===== config.mk =====
export PLATFORM = sky130hd
export DESIGN_NAME = emb_clk_serializer
export DESIGN_NICKNAME = d
export VERILOG_FILES = /design/src/rtl/ecs_pkg.sv /design/src/rtl/ecs_word_sampler.sv /design/src/rtl/ecs_link_ctrl.sv /design/src/rtl/ecs_frame_shifter.sv /design/src/rtl/emb_clk_serializer.sv
export SDC_FILE = /design/constraint.sdc
export NUM_CORES = 1
export LEC_CHECK = 0
export ABC_CLOCK_PERIOD_IN_PS = 4650
export CAP_MARGIN = 20
export CORE_AREA = 2 2 70 72
export CTS_CLUSTER_DIAMETER = 120
export DETAILED_ROUTE_END_ITERATION = 6
export DIE_AREA = 0 0 72 74
export PLACE_DENSITY = 0.75
export SYNTH_ARGS = -nofsm -noshare
export SYNTH_HDL_FRONTEND = slang
export SYNTH_SLANG_ARGS = --single-unit

===== constraint.sdc =====
create_clock -name clk -period 4.65 [get_ports clk]
set_clock_uncertainty 0.15 [all_clocks]
set_input_delay 1.395 -clock clk [delete_from_list [all_inputs] [get_ports clk]]
set_output_delay 1.395 -clock clk [all_outputs]
set_load 0.05 [all_outputs]

===== src/rtl/ecs_pkg.sv =====
package ecs_pkg;

    localparam int unsigned PAYLOAD_W_DEF = 10;
    localparam int unsigned SYNC_HOLD_DEF = 6;
    localparam int unsigned BURST_LEN_DEF = 1026;
    localparam int unsigned INIT_LEN_DEF  = 1026;

    typedef enum logic {
        LATCH_RISE = 1'b0,
        LATCH_FALL = 1'b1
    } latch_edge_e;

    typedef enum logic {
        SRC_DATA = 1'b0,
        SRC_SYNC = 1'b1
    } frame_src_e;

    typedef struct packed {
        logic       frame_ok;
        frame_src_e src;
    } link_state_t;

    function automatic int unsigned cnt_w(input int unsigned max_val);
        return (max_val < 2) ? 1 : $clog2(max_val + 1);
    endfunction

endpackage


===== src/rtl/ecs_word_sampler.sv =====
module ecs_word_sampler
    import ecs_pkg::*;
#(
    parameter int unsigned PAYLOAD_W = PAYLOAD_W_DEF
) (
    input  logic                 clk,
    input  logic                 rst,
    input  logic                 word_clk,
    input  latch_edge_e          edge_mode,
    input  logic [PAYLOAD_W-1:0] din,
    output logic                 word_tick,
    output logic [PAYLOAD_W-1:0] held_data
);

    logic wc_now;
    logic wc_prev;
    logic saw_rise;
    logic saw_fall;

    always_ff @(posedge clk) begin
        if (rst) begin
            wc_now  <= 1'b0;
            wc_prev <= 1'b0;
        end else begin
            wc_now  <= word_clk;
            wc_prev <= wc_now;
        end
    end

    assign saw_rise = wc_now & ~wc_prev;
    assign saw_fall = ~wc_now & wc_prev;

    always_comb begin
        unique case (edge_mode)
            LATCH_RISE: word_tick = saw_rise;
            LATCH_FALL: word_tick = saw_fall;
            default:    word_tick = 1'b0;
        endcase
    end

    always_ff @(posedge clk) begin
        if (rst) begin
            held_data <= '0;
        end else if (word_tick) begin
            held_data <= din;
        end
    end


    tick_single_chk: assert property (@(posedge clk) disable iff (rst)
        word_tick |=> !word_tick);

endmodule


===== src/rtl/ecs_link_ctrl.sv =====
module ecs_link_ctrl
    import ecs_pkg::*;
#(
    parameter int unsigned SYNC_HOLD = SYNC_HOLD_DEF,
    parameter int unsigned BURST_LEN = BURST_LEN_DEF,
    parameter int unsigned INIT_LEN  = INIT_LEN_DEF
) (
    input  logic        clk,
    input  logic        rst,
    input  logic        pwr_on,
    input  logic        word_tick,
    input  logic        sync_any,
    input  logic        frame_load,
    output link_state_t link_st
);

    localparam int unsigned INIT_W  = cnt_w(INIT_LEN);
    localparam int unsigned HOLD_W  = cnt_w(SYNC_HOLD);
    localparam int unsigned BURST_W = cnt_w(BURST_LEN);

    logic [INIT_W-1:0]  init_cnt;
    logic [HOLD_W-1:0]  sreq_cnt;
    logic [BURST_W-1:0] burst_left;
    logic               frame_ok_q;
    logic               init_done;
    logic               hold_met;
    logic               burst_busy;

    assign init_done  = (init_cnt == INIT_W'(INIT_LEN));
    assign hold_met   = (sreq_cnt == HOLD_W'(SYNC_HOLD));
    assign burst_busy = (burst_left != '0);

    always_ff @(posedge clk) begin
        if (rst || !pwr_on) begin
            init_cnt   <= '0;
            sreq_cnt   <= '0;
            burst_left <= '0;
            frame_ok_q <= 1'b0;
        end else begin
            if (word_tick) begin
                if (!init_done) begin
                    init_cnt <= init_cnt + 1'b1;
                end
                if (sync_any) begin
                    if (!hold_met) begin
                        sreq_cnt <= sreq_cnt + 1'b1;
                    end
                end else begin
                    sreq_cnt <= '0;
                end
            end
            if (frame_load) begin
                frame_ok_q <= init_done;
                if (burst_busy) begin
                    burst_left <= burst_left - 1'b1;
                end else if (hold_met) begin
                    burst_left <= BURST_W'(BURST_LEN - 1);
                end
            end
        end
    end

    always_comb begin
        link_st.frame_ok = frame_ok_q;
        link_st.src      = (burst_busy || hold_met) ? SRC_SYNC : SRC_DATA;
    end


    init_guard_chk: assert property (@(posedge clk) disable iff (rst)
        frame_ok_q |-> (init_cnt == INIT_W'(INIT_LEN)));


    ok_at_boundary_chk: assert property (@(posedge clk) disable iff (rst)
        (!frame_load && pwr_on) |=> $stable(frame_ok_q));


    burst_steady_chk: assert property (@(posedge clk) disable iff (rst)
        (pwr_on && burst_busy && !frame_load) |=> (burst_left == $past(burst_left)));


    short_req_chk: assert property (@(posedge clk) disable iff (rst)
        (pwr_on && !burst_busy && !hold_met && frame_load) |=> (burst_left == '0));


    hold_range_chk: assert property (@(posedge clk) disable iff (rst)
        sreq_cnt <= HOLD_W'(SYNC_HOLD));

endmodule


===== src/rtl/ecs_frame_shifter.sv =====
module ecs_frame_shifter
    import ecs_pkg::*;
#(
    parameter int unsigned PAYLOAD_W = PAYLOAD_W_DEF
) (
    input  logic                 clk,
    input  logic                 rst,
    input  logic                 pwr_on,
    input  logic                 bit_en,
    input  frame_src_e           src,
    input  logic [PAYLOAD_W-1:0] held_data,
    output logic                 frame_load,
    output logic                 ser_bit
);

    localparam int unsigned FRAME_W = PAYLOAD_W + 2;
    localparam int unsigned CNT_W   = cnt_w(FRAME_W - 1);

    logic [CNT_W-1:0]   bit_cnt;
    logic [FRAME_W-1:0] shreg;
    logic [FRAME_W-1:0] data_frame;
    logic [FRAME_W-1:0] sync_frame;
    logic [FRAME_W-1:0] next_frame;

    for (genvar gi = 0; gi < FRAME_W; gi++) begin : g_sync
        assign sync_frame[gi] = (gi < FRAME_W / 2) ? 1'b1 : 1'b0;
    end

    always_comb begin
        data_frame              = '0;
        data_frame[0]           = 1'b1;
        data_frame[PAYLOAD_W:1] = held_data;
        data_frame[FRAME_W-1]   = 1'b0;
    end

    assign next_frame = (src == SRC_SYNC) ? sync_frame : data_frame;
    assign frame_load = bit_en && (bit_cnt == CNT_W'(FRAME_W - 1));

    always_ff @(posedge clk) begin
        if (rst) begin
            bit_cnt <= '0;
        end else if (bit_en) begin
            bit_cnt <= frame_load ? '0 : bit_cnt + 1'b1;
        end
    end

    always_ff @(posedge clk) begin
        if (rst || !pwr_on) begin
            shreg <= '0;
        end else if (frame_load) begin
            shreg <= next_frame;
        end else if (bit_en) begin
            shreg <= {1'b0, shreg[FRAME_W-1:1]};
        end
    end

    assign ser_bit = shreg[0];


    hold_between_chk: assert property (@(posedge clk) disable iff (rst)
        (!bit_en && pwr_on) |=> $stable(shreg));


    frame_shape_chk: assert property (@(posedge clk) disable iff (rst)
        (frame_load && pwr_on && src == SRC_DATA) |=>
            (shreg[0] && !shreg[FRAME_W-1] && shreg[PAYLOAD_W:1] == $past(held_data)));

endmodule


===== src/rtl/emb_clk_serializer.sv =====
module emb_clk_serializer
    import ecs_pkg::*;
#(
    parameter int unsigned PAYLOAD_W = PAYLOAD_W_DEF,
    parameter int unsigned SYNC_HOLD = SYNC_HOLD_DEF,
    parameter int unsigned BURST_LEN = BURST_LEN_DEF,
    parameter int unsigned INIT_LEN  = INIT_LEN_DEF
) (
    input  logic                 clk,
    input  logic                 rst,
    input  logic                 bit_en,
    input  logic                 word_clk,
    input  logic                 edge_fall,
    input  logic [PAYLOAD_W-1:0] din,
    input  logic                 sync_req_a,
    input  logic                 sync_req_b,
    input  logic                 out_en,
    input  logic                 pwr_on,
    output logic                 ser_out,
    output logic                 drv_en
);

    latch_edge_e          edge_mode;
    logic                 word_tick;
    logic [PAYLOAD_W-1:0] held_data;
    logic                 frame_load;
    logic                 ser_bit;
    logic                 sync_any;
    link_state_t          link_st;

    assign edge_mode = latch_edge_e'(edge_fall);
    assign sync_any  = sync_req_a | sync_req_b;

    ecs_word_sampler #(.PAYLOAD_W(PAYLOAD_W)) u_sampler (
        .clk       (clk),
        .rst       (rst),
        .word_clk  (word_clk),
        .edge_mode (edge_mode),
        .din       (din),
        .word_tick (word_tick),
        .held_data (held_data)
    );

    ecs_link_ctrl #(
        .SYNC_HOLD (SYNC_HOLD),
        .BURST_LEN (BURST_LEN),
        .INIT_LEN  (INIT_LEN)
    ) u_ctrl (
        .clk        (clk),
        .rst        (rst),
        .pwr_on     (pwr_on),
        .word_tick  (word_tick),
        .sync_any   (sync_any),
        .frame_load (frame_load),
        .link_st    (link_st)
    );

    ecs_frame_shifter #(.PAYLOAD_W(PAYLOAD_W)) u_shift (
        .clk        (clk),
        .rst        (rst),
        .pwr_on     (pwr_on),
        .bit_en     (bit_en),
        .src        (link_st.src),
        .held_data  (held_data),
        .frame_load (frame_load),
        .ser_bit    (ser_bit)
    );

    assign drv_en  = link_st.frame_ok & out_en & pwr_on & ~sync_any;
    assign ser_out = drv_en & ser_bit;


    reset_quiet_chk: assert property (@(posedge clk)
        rst |=> (!drv_en && !ser_out));

endmodule


## Yosys cells after proc, flatten, opt, wreduce, memory -nomap -nowiden

Cells that the tools add are included.

- Register bits after elaboration: 54
- Output and inout port bits: 2
- Word-level logic and storage cells: 49

- Add/subtract/negate cells: 4
- Equal/unequal tests: 4
- Muxes and demuxes: 10
- Bitwise gates (word level): 12
- Reduce and logical (&&, ||, !) cells: 10

Operators with widths:

| cell | number |
|---|---|
| two-way mux 11 bit | 3 |
| two-way mux 12 bit | 2 |
| adder 11 x 1 -> 11 bit (second input constant) | 1 |
| equality test 11 bit (second input constant) | 1 |
| nonzero test 11 bit | 1 |
| subtractor 11 x 1 -> 11 bit (second input constant) | 1 |
| AND 1 bit | 6 |
| two-way mux 3 bit | 2 |
| AND reduction 2 bit | 3 |
| inverter 1 bit | 5 |
| adder 4 x 1 -> 4 bit (second input constant) | 1 |
| equality test 4 bit (second input constant) | 1 |
| two-way mux 4 bit | 1 |
| nonzero test 2 bit | 2 |
| adder 3 x 1 -> 3 bit (second input constant) | 1 |
| equality test 3 bit (second input constant) | 1 |
| logical OR 1 bit | 2 |
| inequality test 2 bit (second input constant) | 1 |
| case mux 1 bit (2 select lines) | 1 |
| logical AND 1 bit | 1 |
| zero test 1 bit | 1 |
| two-way mux 1 bit | 1 |
| bitwise OR 1 bit | 1 |

## Longest topological paths before layout

Gate-level depths: netlist of run 1.

- Word-level depth: 5
- Depth in mapped cells: 7
- Mapped depth without buffers: 6

## Cells and area by module

A second synthesis of run 1 with hierarchy kept.

- Cells, all modules: 291
- Area total of the unflattened synthesis: 2570.0 um^2

Modules (own cells, without submodules):

| module | times used | cells each | area each (um^2) | seq. area each (um^2) |
|---|---|---|---|---|
| ecs_link_ctrl | 1 | 155 | 1308.8 | 520.5 |
| ecs_frame_shifter | 1 | 79 | 699.4 | 300.3 |
| ecs_word_sampler | 1 | 51 | 521.8 | 240.2 |
| emb_clk_serializer | 1 | 6 | 40.0 | 0.0 |

## Worst setup path before layout of run 1

Ideal clock, no wire load.

- Path kind: input to output
- Start point: in sync_req_b
- End point: out ser_out
- Arrival time: 2.620 ns
- Slack: 0.485 ns
- Cell stages on the path: 3
- Cell sequence: nor2_1 > and4_1 > and2_1

- Cells in the longest elaborated chain, start to end: 4

RTL lines:

| element | line | source |
|---|---|---|
| start, declared | emb_clk_serializer.sv:16 | `input logic sync_req_b,` |
| bitwise OR 1 bit | emb_clk_serializer.sv:32 | `assign sync_any = sync_req_a \| sync_req_b;` |
| inverter 1 bit | emb_clk_serializer.sv:69 | `assign drv_en = link_st.frame_ok & out_en & pwr_on & ~sync_any;` |
| AND 1 bit | emb_clk_serializer.sv:69 |  |
| via drv_en | emb_clk_serializer.sv:20 | `output logic drv_en` |
| AND 1 bit | emb_clk_serializer.sv:70 | `assign ser_out = drv_en & ser_bit;` |
| end, declared | emb_clk_serializer.sv:19 | `output logic ser_out,` |

The timed path passes the listed nets, and every way through them passes these cells.

## Worst setup path after layout of run 1

- Start point: in sync_req_b
- End point: out ser_out

- Cells in the longest elaborated chain, start to end: 4

RTL lines:

| element | line |
|---|---|
| bitwise OR 1 bit | emb_clk_serializer.sv:32 |
| inverter 1 bit | emb_clk_serializer.sv:69 |
| AND 1 bit | emb_clk_serializer.sv:69 |
| AND 1 bit | emb_clk_serializer.sv:70 |

No other way between the ends.

==> results of run 1 <==
placed cells by master, fill, tap and decap left out, drive strengths merged, types with 4 or more instances in the layout:
cell type / synthesis / layout
a211oi: 5 / 5
a21oi: 39 / 39
buf: 3 / 5
clkbuf: 11 / 6
clkdlybuf4s50: 0 / 18
dfxtp: 53 / 53
ha: 7 / 7
inv: 8 / 8
mux2i: 4 / 4
nand2: 30 / 30
nand3: 6 / 6
nand4: 6 / 6
nor2: 28 / 28
nor3: 4 / 4
o21a: 5 / 5
o21ai: 13 / 13
o31ai: 5 / 5
or3: 5 / 5
or4: 9 / 9
xnor2: 8 / 8
path summary, 6_finish.rpt:
check,start,endpoint,slack (ns),depth (start not counted)
worst max-delay path,sync_req_b,ser_out,0.35,5
worst min-delay path,u_sampler.held_data[2]$_SDFFE_PP0P_,u_sampler.held_data[2]$_SDFFE_PP0P_,0.31,2
worst max register to register,u_shift.bit_cnt[0]$_SDFFE_PP0P_,u_ctrl.burst_left[3]$_SDFFE_PP0P_,2.31,5
worst min register to register,u_sampler.held_data[2]$_SDFFE_PP0P_,u_sampler.held_data[2]$_SDFFE_PP0P_,0.31,2
flip-flops by register name (all words and copies together) (netlist names):
register and count:
u_sampler.held_data 10, u_sampler.wc_now 1, u_ctrl.sreq_cnt 3, u_ctrl.burst_left 11
u_ctrl.init_cnt 11, u_sampler.wc_prev 1, u_ctrl.frame_ok_q 1, u_shift.shreg 11
u_shift.bit_cnt 4
cell type report:
type	count	area, um^2
Fill cell	386	1760
Multi-Input combinational cell	213	1320
Sequential cell	53	1060
Timing Repair Buffer	23	243
Clock buffer	6	82.6
Tap cell	54	67.6
Clock inverter	2	37.5
Inverter	8	30.0
worst min-delay path: stages, from the launching register on:
cell and delay, ns:
dfxtp_1 0.32, nand2_1 0.05, a21oi_1 0.05
power groups by stage:
stage | logic (mW) | clock network [mW] | registers [mW]
floorplan | 0.0291 | 0 | 0.476
global placement | 0.0518 | 0 | 0.477
detailed placement | 0.0527 | 0 | 0.477
CTS | 0.0529 | 0.337 | 0.467
global route | 0.0589 | 0.354 | 0.468
finish | 0.0526 | 0.329 | 0.467
through the flow:
stage                     hold WS (ns)  worst slack (ns)  std cells
after floorplan                  0.279             0.485        288
after CTS                        0.312             0.351        359
final                            0.312             0.352        359
after global placement           0.293             0.341        351
after global routing             0.345             0.273        359
after detailed placement         0.297             0.359        351
cells by family (layout without fill, tap and decap cells):
family | count (synthesis) | in the layout | synth area share (%)
simple gates | 112 | 112 | 23.6
compound gates | 80 | 80 | 21.1
flops | 53 | 53 | 43.1
buf+inv | 22 | 39 | 3.45
xor+xnor | 9 | 9 | 3.20
fa+ha+maj | 7 | 7 | 3.55
mux | 5 | 5 | 2.08
per-layer routing:
| layer | track usage, % | vias up | share of wire [%] |
|---|---|---|---|
| met5 | 0 | - | 0 |
| li1 | - | 1065 | - |
| met3 | 4.74 | 7 | 5.6 |
| met4 | 5.45 | 0 | 1.2 |
| met2 | 32.4 | 56 | 46 |
| met1 | 27.9 | 1006 | 47 |
==> reports/metrics.cfg, run 1 <==
[finish]
area_growth_pct=15.2
fin_nets=330
fin_util_pct=61.7
antenna_cells=0
postLayoutCellArea_um2=2840
drive_above_1_share_pct=6.56

[clock_tree]
ctsResizeCount=0
cts_tree=done
clk_latency_ns=0.30
clkSinkCount=53
cts_inserted_buffers=5
cts_setup_buffers=0
h-tree-depth=2
hold_buffers=0
cts_buffer_depth=2
clockRootBuffer=clkbuf_8
clk_pin_slew_worst_paths_ns=0.10

[die]
die_area_um2=5330
io_pins=21
core_area_um2=4600
die_h_um=74
die_x_um=72
start_util_pct=53.6
rows=25

[setup_path]
slowest_stage=clkdlybuf4s50_1
critPathArrivalTime_ns=2.75
crit_type=primary input to output port
worstSetupEndpointType=output port
critical_path_buf_inv_count=2
startpoint_type=primary input
path_cells=clkdlybuf4s50_1 -> nor2_1 -> and4_1 -> and2_1 -> buf_12
crit_path_max_fanout=5
cp_data_required_time_ns=3.11
critPathMaxStageDelay_ns=0.42
crit_family=simple AND/OR/NAND/NOR gates

[sta]
max_freq_mhz=233
finalSetupViolations=0
worst_pin_slew_ns=0.809
finalHoldViolations=0
slew_headroom_pct=46.0
setup_tns_ns=0
slew_viol_final=0
rsz0062_at_grt=no
finalCriticalPeriod_ns=4.30
finalCritPeriodShare_pct=92.4

[synth]
async_flop_share_pct=0
synth_top_area_cell=dfxtp_1
synth_seq_cells=53
synth_area_um2=2460
avgSynthCellArea_um2=8.55
syn_inst=288
synthFlopType=dfxtp_1
synth_most_common_cell=dfxtp_1
synth_edf_count=0
synth_common_cells=53 x dfxtp_1, 39 x a21oi_1, 30 x nand2_1
synth_cell_types=47
yosysTopAreaCellShare_pct=43.1
ys_top_cells_by_area=dfxtp_1 43%, a21oi_1 7.9%, nand2_1 4.6%, nor2_1 4.3%, ha_1 3.6%
syn_nets=314
yosys_warnings=0
synth_seq_area_share_pct=43.1

[flow_run]
cap_viol_max_count=0

[pwr]
total_power_mw=0.849
cellPowerDensity_nw_per_um2=299
leakage_nw=1.02
p_comb_share_pct=6.2
seq_power_share_pct=55.0
power_frac_clock_pct=38.8
switching_power_mw=0.186
peakVddDrop_v=0.000201
switching_share_pct=21.9
p_int_mw=0.662

[outcome]
outcome=finished clean

[place]
finalWeightedCongestion=0.818
postPlaceCellArea_um2=2720
hpwlAfterDp_mm=3.49
port_buffers=20

[global_route]
track_usage_pct=20.3
grt_start_max_net_pins=22
grt_pass1_vias=1842
overflow=0
antenna_found_initial=0
grt_pass1_wl_mm=8.56

[route]
post_drt_wl_per_cell_um=14.3
ant_nets=0
drt-initial-drc-count=131
drt-pass1-iter-count=4
wl_mm=5.14
num_vias=2134
viasPerCell=5.94
drc=0

[worst_hold_path]
hold_path.class=flop to flop

(Power assumes the default switching activity.)
==> run 2, diff against run 1 <==
--- a/config.mk
+++ b/config.mk
@@ -6,7 +6,6 @@
 export NUM_CORES = 1
 export LEC_CHECK = 0
 export ABC_CLOCK_PERIOD_IN_PS = 4650
-export CAP_MARGIN = 20
 export CORE_AREA = 2 2 70 72
 export CTS_CLUSTER_DIAMETER = 120
 export DETAILED_ROUTE_END_ITERATION = 6
==> results of run 2 <==
The final DEF is identical to that of run 1; final timing and power are the same.
